## src/rtl/pm_pkg.sv

```systemverilog
package pm_pkg;
    localparam logic [1:0] PS_D0    = 2'b00;
    localparam logic [1:0] PS_D3HOT = 2'b11;
    localparam logic [7:0] CAP_ID_PM   = 8'h01;
    localparam logic [7:0] CAP_NEXT    = 8'h00;
    localparam logic [7:0] INT_PIN_A   = 8'h01;
    localparam logic [7:0] GL_DEFAULT  = 8'h20;

    typedef struct packed {
        logic sts;
        logic en;
    } sticky_t;

    typedef struct packed {
        logic [1:0] ps;
        logic [7:0] line;
    } pci_regs_t;

    // capability word: D3cold/D3hot wake, aux current, DSI, version 2
    function automatic logic [15:0] cap_word(input logic aux);
        logic [15:0] w;
        w        = 16'h0000;
        w[15]    = aux;
        w[14]    = 1'b1;
        w[8:6]   = aux ? 3'b010 : 3'b000;
        w[5]     = 1'b1;
        w[2:0]   = 3'b010;
        return w;
    endfunction
endpackage

```

## src/rtl/pm_sticky.sv

```systemverilog
module pm_sticky
    import pm_pkg::*;
(
    input  logic clk,
    input  logic aux_rst_n,
    input  logic wr_csr,
    input  logic be_hi,
    input  logic wd_sts,
    input  logic wd_en,
    input  logic wake_ok,
    output logic sts,
    output logic en
);
    sticky_t st_d, st_q;

    always_comb begin
        st_d = st_q;
        if (wr_csr && be_hi) begin
            st_d.en = wd_en;
            if (wd_sts) st_d.sts = 1'b0;
        end
        if (wake_ok) st_d.sts = 1'b1;
    end

    always_ff @(posedge clk or negedge aux_rst_n) begin
        if (!aux_rst_n) st_q <= '0;
        else            st_q <= st_d;
    end

    assign sts = st_q.sts;
    assign en  = st_q.en;
endmodule

```

## src/rtl/pm_pci_regs.sv

```systemverilog
module pm_pci_regs
    import pm_pkg::*;
(
    input  logic       clk,
    input  logic       pci_rst_n,
    input  logic       wr_csr,
    input  logic       wr_int,
    input  logic       be_lo,
    input  logic [7:0] wd_lo,
    output logic [1:0] ps,
    output logic [7:0] line
);
    pci_regs_t rg_d, rg_q;
    logic      ps_legal;

    always_comb begin
        ps_legal = (wd_lo[1:0] == PS_D0) || (wd_lo[1:0] == PS_D3HOT);
        rg_d = rg_q;
        if (wr_csr && be_lo && ps_legal) rg_d.ps   = wd_lo[1:0];
        if (wr_int && be_lo)             rg_d.line = wd_lo;
    end

    always_ff @(posedge clk or negedge pci_rst_n) begin
        if (!pci_rst_n) rg_q <= '{ps: PS_D0, line: 8'h00};
        else            rg_q <= rg_d;
    end

    assign ps   = rg_q.ps;
    assign line = rg_q.line;
endmodule

```

## src/rtl/pm_rd_mux.sv

```systemverilog
module pm_rd_mux
    import pm_pkg::*;
#(
    parameter int unsigned ADDR_W = 6,
    parameter logic [ADDR_W-1:0] CAP_DW = 6'h10,
    parameter logic [ADDR_W-1:0] INT_DW = 6'h0F
) (
    input  logic [ADDR_W-1:0] addr,
    input  logic              aux_present,
    input  logic              eeprom_valid,
    input  logic [7:0]        eeprom_min_grant,
    input  logic [7:0]        eeprom_max_lat,
    input  logic              sts,
    input  logic              en,
    input  logic [1:0]        ps,
    input  logic [7:0]        line,
    output logic [31:0]       rdata
);
    localparam logic [ADDR_W-1:0] CSR_DW = CAP_DW + 1'b1;
    logic [7:0] min_g, max_l;

    always_comb begin
        min_g = eeprom_valid ? eeprom_min_grant : GL_DEFAULT;
        max_l = eeprom_valid ? eeprom_max_lat   : GL_DEFAULT;
        rdata = 32'h0;
        if (addr == INT_DW)      rdata = {max_l, min_g, INT_PIN_A, line};
        else if (addr == CAP_DW) rdata = {cap_word(aux_present), CAP_NEXT, CAP_ID_PM};
        else if (addr == CSR_DW) rdata = {16'h0, sts, 6'b0, en, 6'b0, ps};
    end
endmodule

```

## src/rtl/pm_cap_regs.sv

```systemverilog
module pm_cap_regs
    import pm_pkg::*;
#(
    parameter int unsigned ADDR_W = 6,
    parameter logic [ADDR_W-1:0] CAP_DW = 6'h10,
    parameter logic [ADDR_W-1:0] INT_DW = 6'h0F
) (
    input  logic              clk,
    input  logic              pci_rst_n,
    input  logic              aux_rst_n,
    input  logic              aux_present,
    input  logic              wake_pulse,
    input  logic              eeprom_valid,
    input  logic [7:0]        eeprom_min_grant,
    input  logic [7:0]        eeprom_max_lat,
    input  logic [ADDR_W-1:0] cfg_addr,
    input  logic [3:0]        cfg_be,
    input  logic [31:0]       cfg_wdata,
    input  logic              cfg_wr,
    output logic [31:0]       cfg_rdata,
    output logic [1:0]        pwr_state,
    output logic              pme_n,
    output logic              pme_oe
);
    localparam logic [ADDR_W-1:0] CSR_DW = CAP_DW + 1'b1;

    logic       wr_ok, wr_csr, wr_int, wake_ok;
    logic       pme_sts, pme_en;
    logic [1:0] ps;
    logic [7:0] line;

    assign wr_ok   = cfg_wr && pci_rst_n;
    assign wr_csr  = wr_ok && (cfg_addr == CSR_DW);
    assign wr_int  = wr_ok && (cfg_addr == INT_DW);
    assign wake_ok = wake_pulse && (aux_present || (ps == PS_D3HOT));

    pm_sticky u_sticky (
        .clk(clk), .aux_rst_n(aux_rst_n), .wr_csr(wr_csr), .be_hi(cfg_be[1]),
        .wd_sts(cfg_wdata[15]), .wd_en(cfg_wdata[8]), .wake_ok(wake_ok),
        .sts(pme_sts), .en(pme_en)
    );

    pm_pci_regs u_pci (
        .clk(clk), .pci_rst_n(pci_rst_n), .wr_csr(wr_csr), .wr_int(wr_int),
        .be_lo(cfg_be[0]), .wd_lo(cfg_wdata[7:0]), .ps(ps), .line(line)
    );

    pm_rd_mux #(.ADDR_W(ADDR_W), .CAP_DW(CAP_DW), .INT_DW(INT_DW)) u_mux (
        .addr(cfg_addr), .aux_present(aux_present), .eeprom_valid(eeprom_valid),
        .eeprom_min_grant(eeprom_min_grant), .eeprom_max_lat(eeprom_max_lat),
        .sts(pme_sts), .en(pme_en), .ps(ps), .line(line), .rdata(cfg_rdata)
    );

    assign pwr_state = ps;
    assign pme_oe    = pme_sts && pme_en;
    assign pme_n     = ~pme_oe;
endmodule

```

## config.mk

```make
export PLATFORM = sky130hd
export DESIGN_NAME = pm_cap_regs
export DESIGN_NICKNAME = d
export VERILOG_FILES = /design/src/rtl/pm_pkg.sv /design/src/rtl/pm_sticky.sv /design/src/rtl/pm_pci_regs.sv /design/src/rtl/pm_rd_mux.sv /design/src/rtl/pm_cap_regs.sv
export SDC_FILE = /design/constraint.sdc
export NUM_CORES = 1
export LEC_CHECK = 0
export BUFFER_PORTS_ARGS = -buffer_cell sky130_fd_sc_hd__buf_2
export CORE_MARGIN = 2
export CORE_UTILIZATION = 31
export CTS_BUF_LIST = sky130_fd_sc_hd__clkbuf_4
export DETAILED_ROUTE_END_ITERATION = 8
export PLACE_DENSITY = 0.84
export SLEW_MARGIN = 10
export SYNTH_ARGS = -nofsm -noshare
export SYNTH_HDL_FRONTEND = slang
export SYNTH_HIERARCHICAL = 1
export SYNTH_SLANG_ARGS = --single-unit
```

## constraint.sdc

```tcl
create_clock -name clk -period 1.47 [get_ports clk]
set_input_delay 0.294 -clock clk [delete_from_list [all_inputs] [get_ports clk]]
set_output_delay 0.294 -clock clk [all_outputs]
set_load 0.02 [all_outputs]
```

==> impl_metrics.yaml, run 1 <==
sta:
  fin_skew_ns: 0.000131
  hold_viol: 0
  fin_crit_ns: 1.79
  setup_viol_count_final: 26
  hold_ws_ns: 0.248
  fmax_mhz: 558
  finalMaxSlewViolations: 0
  rsz0062_at_grt: "yes"
  timing.final.crit_share_pct: 122
  post-route-worst-setup-slack_ns: -0.321
worst_setup_path:
  critPathSlowestCell: "or4b_4"
  cpMostUsedCell: "buf_6"
  cp_slowest_stage_delay_ns: 0.58
  cp.arrival_ns: 1.50
  worst_setup_path_start_kind: "input pin"
  crit_path_cell_trace: "buf_6, or4b_4, nor4b_4, a31o_1, buf_6"
  end_kind: "primary output"
  required_ns: 1.18
  crit_fanout: 3
  path_class: "in2out"
outcome:
  violations: "negative setup slack"
  outcome: "complete, but fails checks"
yosys:
  yosysWarnings: 6
  synth.distinct_cells: 34
  synth_seq_cells: 12
  syn_avg_cell_area_sq_um: 10.2
  syn_area_sq_um: 887
  synth_edf_count: 0
  syn_inst: 87
  ys_top_cells_by_area: "dfrtp_1, mux2_2, and3_1, buf_4, and2_1"
  ys_seq_area_share_pct: 33.9
  synth_top_area_share_pct: 33.9
  synthFlopType: "dfrtp_1"
  yosysTopAreaCell: "dfrtp_1"
  synthArstFlopShare_pct: 100
clock_tree:
  htreeDepth: 1
  root_buffer: "clkbuf_4"
  clock_sinks: 12
  cts_buffers: 3
  clock_latency_ns: 0.27
  cts_buffer_depth: 2
  path_clk_slew_ns: 0.08
  cts_tree: "built"
layout:
  drive_gt1_share_pct: 70.3
  n_antenna_cell: 0
  finalNetCount: 241
  area_growth_pct: 85.9
  final_common_cell: "buf_2"
  final_cell_mix: "buf_2, buf_6, buf_4"
  postLayoutCellArea_sq_um: 1650
  fin_util_pct: 60.3
route:
  drtAntennaViolNets: 0
  vias: 1007
  wl_per_cell_um: 13.9
  remaining_drc_errors: 0
  firstDrtPassIters: 4
  finalWirelength_um: 2870
  drtIter0Drc: 42
  vias_per_cell: 4.89
global_route:
  track_usage_pct: 16.8
  overflow: 0
  antenna_found_initial: 0
  grt_pass1_vias: 1061
  grt_max_degree: 17
  grt_pass1_wl_um: 4370
pwr:
  vdd_drop_max_uv: 599
  p_per_area_nw_per_um2: 453
  power_leakage_nw: 0.904
placement:
  dp_worst_setup_slack_ns: -0.408
  placed_area_sq_um: 1340
  hpwl_um: 2020
  portBuffers: 70
  place.gp.congestion: 0.823
floorplanning:
  core_sq_um: 2730
  die_w_um: 57.5
  start_util_pct: 32.4
  die_height_um: 57.5
  ioPinCount: 101
  num_rows: 19
  die-area_sq_um: 3310
hold_path:
  hp-class: "in2reg"
flow_run:
  drv_cap: 0
## flip-flops by register name (all words and copies together) (netlist names)
register and count:
u_pci/line 8, u_pci/ps 2, u_sticky/en 1, u_sticky/sts 1
## per-layer routing
metal / wire length [um] / vias up / global-route usage [%]
met3: 331 / 8 / 4.54
met5: 0 / - / 0
met4: 74 / 0 / 5.98
met2: 1410 / 61 / 30.8
li1: - / 484 / -
met1: 1060 / 454 / 18.4
## worst paths after layout
kind                       slack [ns]    startpoint  depth (start not counted)             to
max                             -0.32   cfg_addr[2]                          5  cfg_rdata[23]
min in group asynchronous        0.33     aux_rst_n                          2    u_sticky/en
min reg2reg                      0.51  u_sticky/sts                          1   u_sticky/sts
max reg2reg                      0.58   u_pci/ps[0]                          3   u_sticky/sts
max in group asynchronous        0.81     pci_rst_n                          3  u_pci/line[0]
min                              0.25  cfg_wdata[8]                          2    u_sticky/en
## critical path, delay by kind of cell
| family | cells | cell delay [ns] |
|---|---|---|
| AND/OR/NAND/NOR | 2 | 0.83 |
| buffers and inverters | 2 | 0.22 |
| AO/OA/AOI/OAI | 1 | 0.15 |
## synthesized netlist by cell type, drive strengths merged, types with 2 or more instances
library cell,number
dfrtp,12
and3,11
mux2,9
buf,8
and2,6
a31o,5
nand2,5
nand2b,3
nand3,3
a21bo,2
a21o,2
inv,2
nand4b,2
nor2,2
nor4,2
o21ai,2
## per-stage QoR
stage | power [mW] | instances | setup TNS [ns]
4_1_cts | 0.746 | 205 | -6.17
3_5_place_dp | 0.521 | 195 | -7.01
6_report | 0.748 | 206 | -5.83
3_3_place_gp | 0.517 | 195 | -6.85
2_1_floorplan | 0.426 | 92 | -1.12
5_1_grt | 0.787 | 206 | -7.36
## where the power goes
group | internal, mW | total (mW) | leakage [nW] | switching [mW]
clock | 0.0982 | 0.208 | 0.0154 | 0.110
sequential | 0.342 | 0.349 | 0.150 | 0.00711
combinational | 0.0959 | 0.191 | 0.738 | 0.0948
## cell type report
class | instances | area [sq um]
Fill cell | 227 | 1080
Timing Repair Buffer | 88 | 681
Multi-Input combinational cell | 69 | 596
Sequential cell | 12 | 300
Tap cell | 31 | 38.8
Clock buffer | 3 | 22.5
Inverter | 2 | 7.51
Clock inverter | 1 | 3.75
## logic make-up after synthesis
kind of cell | Yosys count | share of synthesized area, %
and+or+nand+nor | 39 | 32.6
AOI/OAI and AO/OA | 15 | 13.5
DFF | 12 | 33.9
buffers and inverters | 11 | 7.76
muxes | 9 | 11.8
other | 1 | 0.423
## repair_timing
| action | CTS | global route |
|---|---|---|
| hold buffers | 2 | 0 |
| pin swaps | 6 | 9 |
| hold endpoints to repair | 12 | 0 |
| gates cloned | 2 | 0 |
| buffers inserted | 2 | 2 |
| resized for setup | 51 | 11 |
| setup endpoints to repair | 26 | 26 |
Note: power is estimated with default switching activity, not from simulation.
==> run 2: changes to the inputs <==
CORE_ASPECT_RATIO = 1.4   (was not set)
==> impl_metrics.yaml, run 2 (synthesized netlist as in run 1, its figures left out) <==
route:
  remaining_drc_errors: 0
  finalWirelength_um: 2960
  drtIter0Drc: 7
  wl_per_cell_um: 13.8
  vias_per_cell: 4.72
  vias: 1010
  firstDrtPassIters: 3
  drtAntennaViolNets: 0
sta:
  rsz0062_at_grt: "yes"
  hold_viol: 0
  fin_skew_ns: 0.000133
  fin_crit_ns: 1.80
  timing.final.crit_share_pct: 122
  post-route-worst-setup-slack_ns: -0.329
  tns_ns: -5.72
  fmax_mhz: 556
  finalMaxSlewViolations: 0
  setup_viol_count_final: 26
pwr:
  p_per_area_nw_per_um2: 439
  power_leakage_nw: 0.919
  vdd_drop_max_uv: 321
  total_power_mw: 0.736
worst_setup_path:
  required_ns: 1.18
  end_kind: "primary output"
  crit_fanout: 4
  path_class: "in2out"
  worst_setup_path_start_kind: "input pin"
  cp.arrival_ns: 1.50
floorplanning:
  die_height_um: 67.3
  core_sq_um: 2790
  start_util_pct: 31.8
  die_w_um: 49.2
  ioPinCount: 101
  num_rows: 23
  die-area_sq_um: 3310
layout:
  area.sequential_sq_um: 300
  fill_cells: 235
  largest_register_ffs: 8
  finalNetCount: 244
  multi_input_area_sq_um: 584
  drive_gt1_share_pct: 69.5
  area_growth_pct: 89.0
  final_common_cell: "buf_2"
  final_cell_mix: "buf_2, buf_4, buf_6"
  n_antenna_cell: 0
global_route:
  grt_max_degree: 20
  grt_pass1_wl_um: 4250
  antenna_found_initial: 0
  overflow: 0
  track_usage_pct: 16.7
  grt_pass1_vias: 954
clock_tree:
  cts_tree: "built"
  cts_buffer_depth: 2
  cts_buffers: 3
  path_clk_slew_ns: 0.07
  clock_latency_ns: 0.26
  root_buffer: "clkbuf_4"
  clock_sinks: 12
  htreeDepth: 1
flow_run:
  drv_cap: 0
placement:
  place.gp.congestion: 0.783
  dp_worst_setup_slack_ns: -0.377
  portBuffers: 70
outcome:
  violations: "negative setup slack"
  outcome: "complete, but fails checks"
hold_path:
  hp-class: "in2reg"
## run 2: repair_timing
item / in CTS / in global routing
buffers inserted: 1 / 2
hold buffers: 2 / 0
gates cloned: 0 / 2
endpoints found under the setup margin: 26 / 26
resized for setup: 50 / 7
hold endpoints to repair: 12 / 0
pin swaps: 11 / 4
## run 2: final cells by class
class                           instances  area share, %
Timing Repair Buffer                   91           42.7
Multi-Input combinational cell         69           34.9
Sequential cell                        12           17.9
Tap cell                               37           2.76
Clock buffer                            3           1.34
Inverter                                2          0.448
## run 2: per-stage QoR
step	utilization [%]	area, sq um	hold slack, ns	std cells
6_report	60.1	1680	0.258	214
5_1_grt	60.1	1680	0.241	214
4_1_cts	56.6	1580	0.247	210
3_5_place_dp	49.2	1370	0.0837	204
3_3_place_gp	49.2	1370	0.0785	204
2_1_floorplan	-	921	-0.00159	92
## run 2: worst max-delay path, stage by stage
cell    delay [ns]
buf_6         0.09
or4b_4        0.56
nor2_1        0.12
buf_4         0.14
a32o_2        0.18
buf_6         0.11
## run 2: power by group
group,switching (mW),internal (mW),leakage [nW],total (mW)
Combinational,0.0915,0.101,0.755,0.193
Sequential,0.00680,0.342,0.150,0.348
Clock,0.100,0.0945,0.0138,0.195
## run 2: worst paths after layout
check	from	endpoint	slack, ns	cells past startpoint
worst min register to register	u_pci/line[5]	u_pci/line[5]	0.51	1
max in group asynchronous	pci_rst_n	u_pci/line[6]	0.80	3
worst min-delay path	cfg_wdata[4]	u_pci/line[4]	0.26	2
worst max register to register	u_pci/ps[0]	u_sticky/sts	0.59	3
min in group asynchronous	aux_rst_n	u_sticky/sts	0.34	2
worst max-delay path	cfg_addr[2]	cfg_rdata[1]	-0.33	6
## run 2: routing by layer
layer / vias to the layer above / wire length, um / global-route usage [%]
met5: - / 0 / 0
met4: 0 / 0 / 3.21
met3: 0 / 312 / 5.53
met2: 62 / 1670 / 35.3
met1: 460 / 976 / 15.2
li1: 488 / - / -
